## src/rtl/gpio_port_pkg.sv

```systemverilog
package gpio_port_pkg;

    localparam int REG_DATA = 0;
    localparam int REG_DIR  = 1;

    typedef enum logic [1:0] {
        MODE_INPUT      = 2'd0,
        MODE_SW_OUT     = 2'd1,
        MODE_PERIPH_OUT = 2'd2
    } pin_mode_e;

endpackage

```

## src/rtl/gpio_sync.sv

```systemverilog
module gpio_sync #(
    parameter int WIDTH  = 8,
    parameter int STAGES = 2
) (
    input  logic             clk,
    input  logic             rst_n,
    input  logic [WIDTH-1:0] async_i,
    output logic [WIDTH-1:0] sync_o
);
    logic [WIDTH-1:0] stage_q [STAGES];

    for (genvar s = 0; s < STAGES; s++) begin : g_stage
        always_ff @(posedge clk or negedge rst_n) begin
            if (!rst_n) begin
                stage_q[s] <= '0;
            end else if (s == 0) begin
                stage_q[s] <= async_i;
            end else begin
                stage_q[s] <= stage_q[(s == 0) ? 0 : s-1];
            end
        end
    end

    assign sync_o = stage_q[STAGES-1];
endmodule

```

## src/rtl/gpio_regs.sv

```systemverilog
module gpio_regs
    import gpio_port_pkg::*;
#(
    parameter int WIDTH  = 8,
    parameter int ADDR_W = 1
) (
    input  logic              clk,
    input  logic              rst_n,
    input  logic [ADDR_W-1:0] addr_i,
    input  logic              wr_i,
    input  logic [WIDTH-1:0]  wdata_i,
    output logic [WIDTH-1:0]  latch_o,
    output logic [WIDTH-1:0]  dir_o
);
    logic sel_data, sel_dir;

    assign sel_data = (addr_i == ADDR_W'(REG_DATA));
    assign sel_dir  = (addr_i == ADDR_W'(REG_DIR));

    always_ff @(posedge clk or negedge rst_n) begin
        if (!rst_n) begin
            latch_o <= '0;
            dir_o   <= '0;
        end else if (wr_i) begin
            if (sel_data) latch_o <= wdata_i;
            if (sel_dir)  dir_o   <= wdata_i;
        end
    end

    // a data write lands in the latch regardless of direction
    p_latch_write_r3: assert property (@(posedge clk) disable iff (!rst_n)
        (wr_i && sel_data) |=> (latch_o == $past(wdata_i)));

    // a direction write takes effect on the sampling edge
    p_dir_write_r9: assert property (@(posedge clk) disable iff (!rst_n)
        (wr_i && sel_dir) |=> (dir_o == $past(wdata_i)));
endmodule

```

## src/rtl/gpio_pad_mux.sv

```systemverilog
module gpio_pad_mux
    import gpio_port_pkg::*;
#(
    parameter int WIDTH = 8
) (
    input  logic             clk,
    input  logic             rst_n,
    input  logic [WIDTH-1:0] latch_i,
    input  logic [WIDTH-1:0] dir_i,
    input  logic [WIDTH-1:0] periph_oe_i,
    input  logic [WIDTH-1:0] periph_dout_i,
    input  logic [WIDTH-1:0] pin_sync_i,
    output logic [WIDTH-1:0] pad_out_o,
    output logic [WIDTH-1:0] pad_oe_o,
    output logic [WIDTH-1:0] norm_rd_o
);
    for (genvar b = 0; b < WIDTH; b++) begin : g_bit
        pin_mode_e mode;

        always_comb begin
            if (periph_oe_i[b])  mode = MODE_PERIPH_OUT;
            else if (dir_i[b])   mode = MODE_SW_OUT;
            else                 mode = MODE_INPUT;
        end

        always_comb begin
            pad_out_o[b] = 1'b0;
            pad_oe_o[b]  = 1'b0;
            norm_rd_o[b] = pin_sync_i[b];
            unique case (mode)
                MODE_PERIPH_OUT: begin
                    pad_out_o[b] = periph_dout_i[b];
                    pad_oe_o[b]  = 1'b1;
                end
                MODE_SW_OUT: begin
                    pad_out_o[b] = latch_i[b];
                    pad_oe_o[b]  = 1'b1;
                    norm_rd_o[b] = latch_i[b];
                end
                MODE_INPUT: begin
                    pad_out_o[b] = latch_i[b];
                    pad_oe_o[b]  = 1'b0;
                end
                default: begin
                    pad_oe_o[b]  = 1'b0;
                end
            endcase
        end

        // peripheral enable wins over the direction bit
        p_periph_prio_r6: assert property (@(posedge clk) disable iff (!rst_n)
            periph_oe_i[b] |-> (pad_oe_o[b] && (pad_out_o[b] == periph_dout_i[b])));

        // an input bit never drives its pad
        p_input_undriven_r3: assert property (@(posedge clk) disable iff (!rst_n)
            (!periph_oe_i[b] && !dir_i[b]) |-> !pad_oe_o[b]);
    end
endmodule

```

## src/rtl/gpio_readback.sv

```systemverilog
module gpio_readback
    import gpio_port_pkg::*;
#(
    parameter int WIDTH  = 8,
    parameter int ADDR_W = 1
) (
    input  logic              clk,
    input  logic              rst_n,
    input  logic [ADDR_W-1:0] addr_i,
    input  logic              rd_i,
    input  logic              rmw_i,
    input  logic [WIDTH-1:0]  latch_i,
    input  logic [WIDTH-1:0]  dir_i,
    input  logic [WIDTH-1:0]  norm_rd_i,
    output logic [WIDTH-1:0]  rdata_o
);
    logic sel_data;
    assign sel_data = (addr_i == ADDR_W'(REG_DATA));

    always_ff @(posedge clk or negedge rst_n) begin
        if (!rst_n) begin
            rdata_o <= '0;
        end else if (rd_i) begin
            if (sel_data) rdata_o <= rmw_i ? latch_i : norm_rd_i;
            else          rdata_o <= dir_i;
        end
    end

    // a read-modify-write read returns the latch
    p_rmw_latch_r5: assert property (@(posedge clk) disable iff (!rst_n)
        (rd_i && rmw_i && sel_data) |=> (rdata_o == $past(latch_i)));

    // a direction read returns the stored direction
    p_dir_read_r10: assert property (@(posedge clk) disable iff (!rst_n)
        (rd_i && !sel_data) |=> (rdata_o == $past(dir_i)));

    // read data holds between reads
    p_rdata_hold_r9: assert property (@(posedge clk) disable iff (!rst_n)
        !rd_i |=> $stable(rdata_o));
endmodule

```

## src/rtl/gpio_port_ctrl.sv

```systemverilog
module gpio_port_ctrl #(
    parameter int WIDTH       = 8,
    parameter int ADDR_W      = 1,
    parameter int SYNC_STAGES = 2
) (
    input  logic              clk,
    input  logic              rst_n,
    input  logic [ADDR_W-1:0] bus_addr,
    input  logic              bus_wr,
    input  logic [WIDTH-1:0]  bus_wdata,
    input  logic              bus_rd,
    input  logic              bus_rmw,
    output logic [WIDTH-1:0]  bus_rdata,
    input  logic [WIDTH-1:0]  periph_oe,
    input  logic [WIDTH-1:0]  periph_dout,
    output logic [WIDTH-1:0]  periph_din,
    input  logic [WIDTH-1:0]  pad_in,
    output logic [WIDTH-1:0]  pad_out,
    output logic [WIDTH-1:0]  pad_oe
);
    logic [WIDTH-1:0] latch_q, dir_q, pin_sync, norm_rd;

    gpio_regs #(.WIDTH(WIDTH), .ADDR_W(ADDR_W)) u_regs (
        .clk(clk), .rst_n(rst_n), .addr_i(bus_addr), .wr_i(bus_wr),
        .wdata_i(bus_wdata), .latch_o(latch_q), .dir_o(dir_q)
    );

    gpio_sync #(.WIDTH(WIDTH), .STAGES(SYNC_STAGES)) u_sync (
        .clk(clk), .rst_n(rst_n), .async_i(pad_in), .sync_o(pin_sync)
    );

    gpio_pad_mux #(.WIDTH(WIDTH)) u_mux (
        .clk(clk), .rst_n(rst_n), .latch_i(latch_q), .dir_i(dir_q),
        .periph_oe_i(periph_oe), .periph_dout_i(periph_dout),
        .pin_sync_i(pin_sync), .pad_out_o(pad_out), .pad_oe_o(pad_oe),
        .norm_rd_o(norm_rd)
    );

    gpio_readback #(.WIDTH(WIDTH), .ADDR_W(ADDR_W)) u_rb (
        .clk(clk), .rst_n(rst_n), .addr_i(bus_addr), .rd_i(bus_rd),
        .rmw_i(bus_rmw), .latch_i(latch_q), .dir_i(dir_q),
        .norm_rd_i(norm_rd), .rdata_o(bus_rdata)
    );

    // peripherals see the synchronized pin in every mode
    assign periph_din = pin_sync;
endmodule

```

## config.mk

```make
export PLATFORM = sky130hd
export DESIGN_NAME = gpio_port_ctrl
export DESIGN_NICKNAME = d
export VERILOG_FILES = /design/src/rtl/gpio_port_pkg.sv /design/src/rtl/gpio_sync.sv /design/src/rtl/gpio_regs.sv /design/src/rtl/gpio_pad_mux.sv /design/src/rtl/gpio_readback.sv /design/src/rtl/gpio_port_ctrl.sv
export SDC_FILE = /design/constraint.sdc
export NUM_CORES = 1
export LEC_CHECK = 0
export ABC_AREA = 1
export BUFFER_PORTS_ARGS = -buffer_cell sky130_fd_sc_hd__buf_2
export CAP_MARGIN = 20
export CORE_UTILIZATION = 50
export CTS_CLUSTER_SIZE = 10
export DETAILED_ROUTE_END_ITERATION = 8
export PLACE_DENSITY_LB_ADDON = 0.12
export REMOVE_ABC_BUFFERS = 1
export SKIP_CTS_REPAIR_TIMING = 1
export SLEW_MARGIN = 5
export SYNTH_ARGS = -nofsm -noshare
export SYNTH_HDL_FRONTEND = slang
export SYNTH_SLANG_ARGS = --single-unit
```

## constraint.sdc

```tcl
create_clock -name clk -period 1.6 [get_ports clk]
set_clock_uncertainty 0.2 [all_clocks]
set_input_delay 0.48 -clock clk [delete_from_list [all_inputs] [get_ports clk]]
set_output_delay 0.48 -clock clk [all_outputs]
set_load 0.05 [all_outputs]
```

Yosys cells after proc, flatten, opt, wreduce, memory -nomap -nowiden
Cells that the tools add are included.
{ "totals": {"wordCells": 90, "regBits": 40} }
{ "classes": {"reduce_logical": 26, "bitwise_logic": 1, "n_mux": 42, "n_eq_ne": 16} }
{ "op_table": {"columns": ["operator", "count"], "rows": [
  ["$reduce_or 2->1", 16],
  ["$mux 1", 24],
  ["$eq 2x1->1 const B", 8],
  ["$eq 2x2->1 const B", 8],
  ["$logic_not 2->1", 8],
  ["$mux 2", 8],
  ["$mux 8", 2],
  ["$pmux 1 s2", 8],
  ["$reduce_and 2->1", 2],
  ["$not 1->1", 1]
]} }

Logic depth before layout (Yosys ltp)
Gate-level depths: netlist of run 1.
{ "logic_depth": {"depth_word": 6, "mapped_depth": 7, "ltp_nobuf": 7} }

Modules after synthesis
Synthesis of run 1 repeated with hierarchy kept, for this count alone.
{ "unflattened": {"cells_unflattened": 244, "area_unflattened_um2": 1938.1} }
{ "modules_own_cells": {"columns": ["module", "cells_per_inst", "area_each_um2", "seq_area_each_um2", "n_inst"], "rows": [
  ["gpio_regs", 70, 663.1, 400.4, 1],
  ["gpio_readback", 78, 514.2, 200.2, 1],
  ["gpio_sync", 24, 460.4, 400.4, 1],
  ["gpio_pad_mux", 72, 300.3, 0.0, 1]
]} }

Worst setup path before layout of run 1
Ideal clock, no wire load.
{ "synth_path": {"path_type": "input port to output port", "from": "input port periph_oe[5]", "to": "output port pad_out[5]", "arrival_time_ps": 924, "cell_stages": 3, "slack_ps": -4, "path_cell_list": "inv_1 nand2_1 nand2_1"} }
{ "synth_via": {"elab_chain_cells": 4, "word_cells_on_any_way": 6, "classes_between": "eq/ne (2); mux (2); reduce/logical (2)"} }
{ "synth_lines": {"columns": ["element", "line", "rtl"], "rows": [
  ["start: declaration", "gpio_port_ctrl.sv:14", "input logic [WIDTH-1:0] periph_oe,"],
  ["$mux 2 (*)", "gpio_pad_mux.sv:21", "if (periph_oe_i[b]) mode = MODE_PERIPH_OUT;"],
  ["$eq 2x1->1 / $logic_not 2->1 (equally long branches)", "gpio_pad_mux.sv:30", "unique case (mode)"],
  ["$reduce_or 2->1 (no source line)", null, null],
  ["$pmux 1 s2 (*)", "gpio_pad_mux.sv:30", null],
  ["end: declaration", "gpio_port_ctrl.sv:18", "output logic [WIDTH-1:0] pad_out,"]
]} }
Every way passes the cells marked *; elsewhere a longest branch is shown, timed or not.

Final worst setup path of run 1
{ "layout_path": {"from": "register u_regs.dir_o[5]", "to": "output port pad_oe[5]"} }
{ "layout_via": {"elab_chain_cells": 5, "word_cells_on_any_way": 6, "classes_between": "eq/ne (2); mux (3); reduce/logical (1)"} }
{ "layout_lines": {"columns": ["element", "line", "rtl"], "rows": [
  ["start: declaration", "gpio_regs.sv:13", "output logic [WIDTH-1:0] dir_o"],
  ["start signal: assignment", "gpio_regs.sv:26", "if (sel_dir) dir_o <= wdata_i;"],
  ["$mux 1 (*)", "gpio_pad_mux.sv:22", "else if (dir_i[b]) mode = MODE_SW_OUT;"],
  ["$mux 2 (*)", "gpio_pad_mux.sv:21", null],
  ["$eq 2x2->1 / $eq 2x1->1 (equally long branches)", "gpio_pad_mux.sv:30", null],
  ["$reduce_or 2->1 (no source line) (*)", null, null],
  ["$mux 1 (*)", "gpio_pad_mux.sv:30", null],
  ["end: declaration", "gpio_port_ctrl.sv:19", "output logic [WIDTH-1:0] pad_oe"]
]} }
Marks and branches as above.

==> reports/results.tsv, run 1 <==
stage	metric	value	unit
sta	worst_pin_slew	287	ps
worst_setup_path	crit_path_max_incr_delay	400	ps
cts	clk_latency	290	ps
worst_setup_path	crit_fanout	3	
detailed_routing	avgRoutedWirePerCell	11.0	µm
place	io_buffers	69	
worst_setup_path	startpoint_type	flop	
power_and_ir_drop	power	2760	µW
sta	relSlewSlack	80.8	%
detailed_routing	vias_per_cell	4.70	
sta	fin_ws	-76.2	ps
global_route	top_usage_layer	met2	
place	hpwl	2520	µm
final_layout	drive_gt1_share	44.0	%
worst_hold_path	hold_path.class	primary input to flop	
synth	synth_cell_types	14	
place	placed_area	2230	µm²
synth	synth-seq-cells	40	
worst_setup_path	regToRegSetupSlack	410	ps
global_route	grt_max_degree	41	
floorplanning	placementRows	21	
global_route	grt_pass1_wl	6150	µm
synth	syn_area_per_cell	8.59	µm²
worst_setup_path	path_cells	inv_1, nand2_1, buf_6	
run_status	violations	setup timing	
sta	layout_min_cycle_time	1680	ps
global_route	track_usage	20.2	%
worst_setup_path	cp.required	920	ps
cts	cts_tree	yes	
floorplanning	dieArea	3990	µm²
detailed_routing	drtAntennaViolNets	0	
floorplanning	io-pin-count	70	
final_layout	instances_no_fill	353	
global_route	grt_overflow_total	0	
sta	finalHoldViolCount	0	
place	placed_cells	328	
worst_setup_path	crit_family	flip-flops	
sta	slew_violations	0	
run_status	status	finished with violations	
synth	yosys_warnings	0	
place	routabilityCongestion	0.761	
floorplanning	initial_core_util	54.0	%
floorplanning	coreArea	3470	µm²
global_route	use_met3	5.62	%
worst_setup_path	worstSetupEndpointType	output pin	
power_and_ir_drop	pwr_density_cell	1050	nW/µm²
final_layout	syn2layout_area_growth	39.7	%
sta	fmax	597	MHz
detailed_routing	routed_wl	3900	µm
detailed_routing	vias	1658	
power_and_ir_drop	leakage	0.00146	µW
sta	rsz0062_at_grt	true	
floorplanning	fp.dieW	63.2	µm
synth	synthCells	218	
cts	clock-root-buffer	clkbuf_8	
global_route	use_met2	34.3	%
place	dp_slack	-98.7	ps
worst_setup_path	cpMaxStageDelayCell	dfrtp_1	
detailed_routing	drtPass1Iterations	4	
final_layout	fin_util	75.5	%
cts	clkTransAtPathRegs	70	ps
sta	fin_crit_sh	105	%
global_route	antenna_found_initial	0	
final_layout	finish.instance_area	2620	µm²
synth	ys_seq_area_share	53.4	%
final_layout	finalNetCount	345	
cts	cts_buffers	5	
worst_setup_path	crit_arrival	1000	ps
floorplanning	die_y	63.2	µm
worst_setup_path	critPathBufInv	2	
global_route	gr-usage-met1	24.0	%
worst_setup_path	crit_type	flop to output pin	
cts	cts_buffer_depth	2	
power_and_ir_drop	peakVddDrop	0.679	mV
global_route	grt_pass1_vias	1409	
detailed_routing	drc	0	
final_layout	antenna_cells	0	
job	drv_cap	0	
final_layout	fill_cells	279	
sta	setup_viol	16	
detailed_routing	drt_iter0_drc	33	
cts	cts-htree-levels	2	
cts	clkSinkCount	40	
synth	syn_area	1870	µm²
[cells in the final DEF, fill, tap and decap left out, drive strengths merged]
master	synthesis	final
nand3	16	16
nand2	98	98
buf	13	86
inv	27	27
o21ai	16	16
dfrtp	40	40
clkbuf	0	15
dlygate4sd3	0	1
a21oi	8	8
[stage by stage]
stage          hold slack (ps)  TNS (ps)
2_1_floorplan            -15.6     -28.3
3_3_place_gp               133      -690
3_5_place_dp               137      -772
4_1_cts                  -47.7     -2030
5_1_grt                   74.3     -1540
6_report                  89.3      -722
[flip-flops by register name (all words and copies together) (netlist names)]
| name | count |
|---|---|
| u_sync.stage_q | 8 |
| u_rb.rdata_o | 8 |
| u_regs.latch_o | 8 |
| u_regs.dir_o | 8 |
| u_sync.sync_o | 8 |
[per-layer routing]
layer	wire (µm)	up-vias
met3	189	8
met4	78	0
met2	1940	46
li1	-	838
met1	1690	766
met5	0	-
[worst paths after layout]
| kind | from | to | depth (start not counted) |
|---|---|---|---|
| worst max-delay path | u_regs.dir_o[5]$_DFFE_PN0P_ | pad_oe[5] | 3 |
| worst min-delay path | pad_in[6] | u_sync.stage_q[14]$_DFF_PN0_ | 1 |
| worst max register to register | u_regs.dir_o[7]$_DFFE_PN0P_ | u_rb.rdata_o[7]$_DFFE_PN0P_ | 7 |
| worst min register to register | u_sync.stage_q[15]$_DFF_PN0_ | u_sync.sync_o[7]$_DFF_PN0_ | 0 |
| max in group asynchronous | rst_n | u_sync.stage_q[9]$_DFF_PN0_ | 3 |
| min in group asynchronous | rst_n | u_rb.rdata_o[6]$_DFFE_PN0P_ | 3 |
[final cells by class]
| cell class | count | area, µm² | area share (%) |
|---|---|---|---|
| Sequential cell | 40 | 1000 | 38.2 |
| Timing Repair Buffer | 95 | 696 | 26.6 |
| Multi-Input combinational cell | 138 | 658 | 25.1 |
| Inverter | 27 | 109 | 4.16 |
| Clock buffer | 7 | 96.3 | 3.68 |
| Tap cell | 46 | 57.6 | 2.20 |
[logic make-up after synthesis]
logic type             count (synthesis)  synth area share (%)
and+or+nand+nor                      114                  25.0
DFF                                   40                  53.4
buffers and inverters                 40                  12.0
AOI/OAI and AO/OA                     24                  9.62
[synth_stat cells]
cell,number,share of area [%]
nand2_1,94,19
buf_4,9,3.6
nand2_2,2,0.67
o21ai_2,16,7.5
buf_12,1,1.1
buf_2,1,0.27
inv_8,1,0.60
nand3_1,16,4.3
a21oi_1,8,2.1
dfrtp_1,40,53
inv_1,24,4.8
buf_6,2,1.2
inv_2,2,0.40
nand2_4,2,1.2
[where the power goes]
part | switching [µW] | total [µW] | internal, µW | leakage (µW)
Clock | 327 | 711 | 384 | 0.0000503
Combinational | 539 | 871 | 332 | 0.000932
Sequential | 63.5 | 1170 | 1110 | 0.000483
Total | 930 | 2760 | 1830 | 0.00146
No activity file was read; power rests on OpenSTA's default activity.
==> inputs of run 2 (changes only) <==
Settings changed: CTS_BUF_LIST from default to sky130_fd_sc_hd__clkbuf_16.
==> reports/results.tsv, run 2 (synthesized netlist as in run 1, its figures left out) <==
stage	metric	value	unit	change
run_status	status	finished with violations		
run_status	violations	setup timing		
worst_hold_path	hold_depth	1		unchanged
final_layout	seq_area	1000	µm²	unchanged
final_layout	finish.instance_area	2640	µm²	+0.81%
cts	clock-root-buffer	clkbuf_16		
detailed_routing	vias	1676		+1.1%
sta	relSlewSlack	80.8	%	about the same
worst_setup_path	worstSetupEndpointType	output pin		
cts	clkSinkCount	40		unchanged
cts	clk_latency	270	ps	-20 ps
sta	layout_min_cycle_time	1650	ps	-25.8 ps
worst_setup_path	cp.required	920	ps	about the same
power_and_ir_drop	p_sw_share	32.5	%	-1.2 points
floorplanning	initial_core_util	54.0	%	unchanged
worst_setup_path	reg2reg_from	u_regs.dir_o[7]$_DFFE_PN0P_		
floorplanning	io-pin-count	70		unchanged
power_and_ir_drop	pwr-share-seq	39.8	%	-2.8 points
worst_setup_path	r2r_end	u_rb.rdata_o[7]$_DFFE_PN0P_		
floorplanning	fp.dieW	63.2	µm	unchanged
floorplanning	coreArea	3470	µm²	unchanged
place	hpwl	2520	µm	unchanged
power_and_ir_drop	intPower	1990	µW	+9.0%
detailed_routing	drt_iter0_drc	81		+150%
detailed_routing	routed_wl	4040	µm	+3.6%
worst_setup_path	regToRegSetupSlack	380	ps	-30 ps
floorplanning	dieArea	3990	µm²	unchanged
final_layout	multi_input_area	666	µm²	+1.1%
final_layout	finalNetCount	346		+0.29%
final_layout	drive_gt1_share	46.1	%	+2.1 points
detailed_routing	avgRoutedWirePerCell	11.4	µm	+3.3%
floorplanning	placementRows	21		unchanged
place	io_buffers	69		unchanged
cts	cts_tree	yes		
cts	clkTransAtPathRegs	50	ps	-20 ps
power_and_ir_drop	power	2950	µW	+7.1%
worst_setup_path	crit_type	flop to output pin		
place	routabilityCongestion	0.761		unchanged
power_and_ir_drop	p_switching	960	µW	+3.3%
worst_hold_path	hold_path.class	primary input to flop		
power_and_ir_drop	peakVddDrop	0.874	mV	+29%
detailed_routing	drtPass1Iterations	4		unchanged
cts	cts-htree-levels	2		unchanged
final_layout	syn2layout_area_growth	40.9	%	
global_route	grt_overflow_total	0		unchanged
global_route	antenna_found_initial	0		unchanged
worst_setup_path	rr_worst_depth	7		unchanged
power_and_ir_drop	pwr_density_cell	1120	nW/µm²	+6.2%
final_layout	fill_cells	272		-2.5%
cts	cts_buffers	5		unchanged
power_and_ir_drop	leakage	0.00147	µW	+0.46%
power_and_ir_drop	p_comb_share	29.5	%	-2.1 points
job	drv_cap	0		unchanged
global_route	gr-usage-met1	24.5	%	+0.51 points
global_route	top_usage_layer	met2		
final_layout	antenna_cells	0		unchanged
cts	cts_buffer_depth	2		unchanged
worst_setup_path	path_cells	inv_1, nand2_1, buf_6		
global_route	use_met3	5.07	%	-0.54 points
sta	fin_ws	-50.4	ps	+25.8 ps
floorplanning	die_y	63.2	µm	unchanged
worst_setup_path	crit_path_max_incr_delay	390	ps	about the same
place	placed_area	2230	µm²	unchanged
global_route	grt_max_degree	41		unchanged
sta	rsz0062_at_grt	true		
sta	slew_violations	0		unchanged
sta	setup_viol	15		-1
sta	finalHoldViolCount	0		unchanged
sta	fmax	606	MHz	+1.6%
detailed_routing	vias_per_cell	4.73		+0.80%
global_route	track_usage	19.8	%	-0.42 points
worst_setup_path	startpoint_type	flop		
sta	worst_pin_slew	288	ps	+0.749 ps
detailed_routing	drtAntennaViolNets	0		unchanged
sta	finalSetupTns	-299	ps	+423 ps
global_route	grt_pass1_vias	1402		-0.50%
global_route	use_met2	33.5	%	-0.81 points
global_route	grt_pass1_wl	6090	µm	-1.0%
worst_setup_path	crit_arrival	970	ps	-30 ps
sta	fin_crit_sh	103	%	-1.6 points
worst_setup_path	cpMaxStageDelayCell	dfrtp_1		
worst_hold_path	hold-path-endpoint	u_sync.stage_q[13]$_DFF_PN0_		
worst_hold_path	hold_path.startpoint	pad_in[5]		
detailed_routing	drc	0		unchanged
final_layout	final_cell_mix	87 x nand2_1, 49 x buf_2, 40 x dfrtp_1		
place	dp_slack	-98.7	ps	unchanged
final_layout	final_common_cell	nand2_1		
power_and_ir_drop	pwr-share-clk	30.7	%	+4.9 points
worst_setup_path	crit_fanout	3		unchanged
run 2: per-layer routing:
metal	vias to the layer above	share of wire, %	wire, µm
met1	759	43	1730
li1	849	-	-
met4	0	1.2	50
met5	-	0	0
met3	8	4.9	197
met2	60	51	2060
run 2: power by group through the flow:
stage | Combinational (µW) | Sequential (µW) | Clock [µW]
floorplan | 364 | 1320 | 0
global placement | 695 | 1190 | 0
detailed placement | 702 | 1190 | 0
CTS | 704 | 1180 | 921
global route | 935 | 1190 | 972
finish | 869 | 1170 | 907
run 2: final cells by class:
class / instances / share of cell area [%]
multi-input cells: 138 / 25.2
inverters: 27 / 4.13
clock buffers: 5 / 4.74
flip-flops and latches: 40 / 37.9
repair buffers: 96 / 25.5
well taps: 46 / 2.18
clock inverters: 2 / 0.284
run 2: how the worst max path moves through the flow:
| stage | start | end | cells past startpoint |
|---|---|---|---|
| global route | u_regs.latch_o[2]$_DFFE_PN0P_ | pad_out[2] | 3 |
| CTS | u_regs.dir_o[6]$_DFFE_PN0P_ | pad_oe[6] | 3 |
| detailed placement | periph_oe[2] | pad_out[2] | 5 |
| finish | u_regs.dir_o[5]$_DFFE_PN0P_ | pad_oe[5] | 3 |
| global placement | periph_oe[0] | pad_out[0] | 5 |
| floorplan | periph_oe[5] | pad_out[5] | 3 |
run 2: metrics by stage:
| step | util, % | std cells | hold WS [ps] |
|---|---|---|---|
| 2_1_floorplan | - | 205 | -15.6 |
| 3_3_place_gp | 64.4 | 328 | 133 |
| 3_5_place_dp | 64.4 | 328 | 137 |
| 4_1_cts | 68.2 | 335 | -20.3 |
| 5_1_grt | 76.1 | 354 | 100 |
| 6_report | 76.1 | 354 | 109 |
run 2: critical path: cells and delay by family, from the launching register on:
kind,cells,cell delay [ps]
flops,1,390
simple gates,1,70
buf+inv,2,230
==> inputs of run 3 (changes only) <==
Settings changed: SETUP_SLACK_MARGIN from default to 0.1.
==> reports/results.tsv, run 3 (synthesized netlist as in run 1, its figures left out) <==
stage	metric	value	unit	change
floorplanning	io-pin-count	70		unchanged
final_layout	finalNetCount	357		+3.2%
floorplanning	fp.dieW	63.2	µm	unchanged
worst_hold_path	hold_path.startpoint	pad_in[5]		
global_route	grt_pass1_wl	6090	µm	unchanged
place	routabilityCongestion	0.761		unchanged
sta	finalSetupTns	-293	ps	+6.31 ps
worst_setup_path	startpoint_type	flop		
detailed_routing	highest_layer	met4		
cts	clk_latency	270	ps	about the same
cts	cts_buffer_depth	2		unchanged
worst_setup_path	cp.required	920	ps	about the same
power_and_ir_drop	power	3040	µW	+3.2%
worst_setup_path	r2r_end	u_rb.rdata_o[7]$_DFFE_PN0P_		
sta	slew_violations	0		unchanged
final_layout	antenna_cells	0		unchanged
worst_setup_path	path_cells	inv_1, nand2_1, buf_6		
worst_setup_path	rr_worst_depth	7		unchanged
job	drv_cap	0		unchanged
detailed_routing	avgRoutedWirePerCell	11.6	µm	+1.6%
worst_setup_path	crit_path_max_incr_delay	390	ps	about the same
sta	fin_crit_sh	103	%	-0.25 points
power_and_ir_drop	pwr_density_cell	1080	nW/µm²	-3.2%
detailed_routing	drtAntennaViolNets	0		unchanged
detailed_routing	drt_iter0_drc	93		+15%
worst_setup_path	regToRegSetupSlack	380	ps	about the same
sta	fin_ws	-46.4	ps	+3.99 ps
sta	worst_pin_slew	289	ps	+1.44 ps
detailed_routing	m1WireLength	1730	µm	+0.12%
sta	finalHoldViolCount	0		unchanged
global_route	grt_overflow_total	0		unchanged
final_layout	final_cell_mix	87 x nand2_1, 40 x dfrtp_1, 37 x buf_2		
place	hpwl	2520	µm	unchanged
floorplanning	coreArea	3470	µm²	unchanged
worst_setup_path	cpMaxStageDelayCell	dfrtp_1		
worst_hold_path	hold-path-endpoint	u_sync.stage_q[13]$_DFF_PN0_		
power_and_ir_drop	peakVddDrop	0.886	mV	+1.4%
power_and_ir_drop	leakage	0.00155	µW	+5.6%
run_status	status	finished with violations		
global_route	grt_max_degree	41		unchanged
cts	clkTransAtPathRegs	50	ps	about the same
final_layout	drive_gt1_share	48.0	%	+1.9 points
cts	cts_tree	yes		
floorplanning	placementRows	21		unchanged
floorplanning	initial_core_util	54.0	%	unchanged
final_layout	syn2layout_area_growth	50.1	%	
cts	clock-root-buffer	clkbuf_16		
detailed_routing	vias	1709		+2.0%
global_route	antenna_found_initial	0		unchanged
worst_setup_path	crit_arrival	970	ps	about the same
run_status	violations	setup timing		
worst_setup_path	cp-startpoint	u_regs.dir_o[5]$_DFFE_PN0P_		
sta	relSlewSlack	80.7	%	-0.096 points
worst_hold_path	hold_depth	1		unchanged
sta	rsz0062_at_grt	true		
detailed_routing	routed_wl	4240	µm	+4.8%
worst_setup_path	reg2reg_from	u_regs.dir_o[7]$_DFFE_PN0P_		
worst_setup_path	crit_type	flop to output pin		
worst_setup_path	crit_fanout	3		unchanged
sta	timing.hold.ws	109	ps	-0.251 ps
detailed_routing	drc	0		unchanged
detailed_routing	dr_wl_met2	2280	µm	+11%
global_route	track_usage	19.8	%	unchanged
detailed_routing	drtPass1Iterations	4		unchanged
final_layout	fill_cells	237		-13%
global_route	grt_pass1_vias	1402		unchanged
sta	setup_viol	16		+1
final_layout	final_common_cell	nand2_1		
sta	layout_min_cycle_time	1650	ps	-3.99 ps
worst_hold_path	hold_path.class	primary input to flop		
cts	cts_buffers	5		unchanged
cts	cts-htree-levels	2		unchanged
detailed_routing	vias_per_cell	4.68		-1.1%
worst_setup_path	worstSetupEndpointType	output pin		
floorplanning	dieArea	3990	µm²	unchanged
cts	clkSinkCount	40		unchanged
detailed_routing	met3WireLength	172	µm	-13%
place	io_buffers	69		unchanged
floorplanning	die_y	63.2	µm	unchanged
sta	fmax	607	MHz	+0.24%
## run 3: changes by cell type in the layout (fill, tap and decap cells not counted)
cell      delta
buf_2       -12
buf_4       +11
buf_6       +16
clkbuf_4     -4
## run 3: report_power, final
part           internal (µW)  switching [µW]  total (µW)
registers               1110            69.6        1180
logic                    395             560         955
clock network            557             351         908
total                   2060             981        3040
## run 3: worst max-delay path by stage
stage | end | slack (ps) | cells after the start
CTS | pad_oe[6] | -100 | 3
global route | pad_out[2] | -90 | 3
global placement | pad_out[0] | -100 | 5
detailed placement | pad_out[2] | -100 | 5
floorplan | pad_out[5] | -4 | 3
finish | pad_oe[5] | -50 | 3
## run 3: worst max-delay path, delay by kind of cell (launching register included)
family	cells	cell delay [ps]
DFF	1	390
and+or+nand+nor	1	70
buffers and inverters	2	220
## run 3: final cells by class
cell class / count / area [µm²] / share of cell area [%]
clock buffer: 5 / 125 / 4.45
clock inverter: 2 / 7.51 / 0.267
inverter: 27 / 109 / 3.87
multi-input combinational: 138 / 666 / 23.7
sequential: 40 / 1000 / 35.6
tap: 46 / 57.6 / 2.05
timing repair buffer: 107 / 846 / 30.1
## run 3: routing by layer
layer / vias to the layer above / track usage [%]
met4: 0 / 6.82
met2: 51 / 33.5
met5: - / 0
met3: 8 / 5.07
met1: 785 / 24.5
li1: 865 / -
## run 3: through the flow
stage                     worst slack, ps  std cells  utilization, %  instance area [µm²]
final                               -46.4        365            81.1                 2810
after global routing                -94.2        365            81.1                 2810
after CTS                            -101        335            68.2                 2370
after detailed placement            -98.7        328            64.4                 2230
after global placement               -102        328            64.4                 2230
after floorplan                     -3.77        205               -                 1760
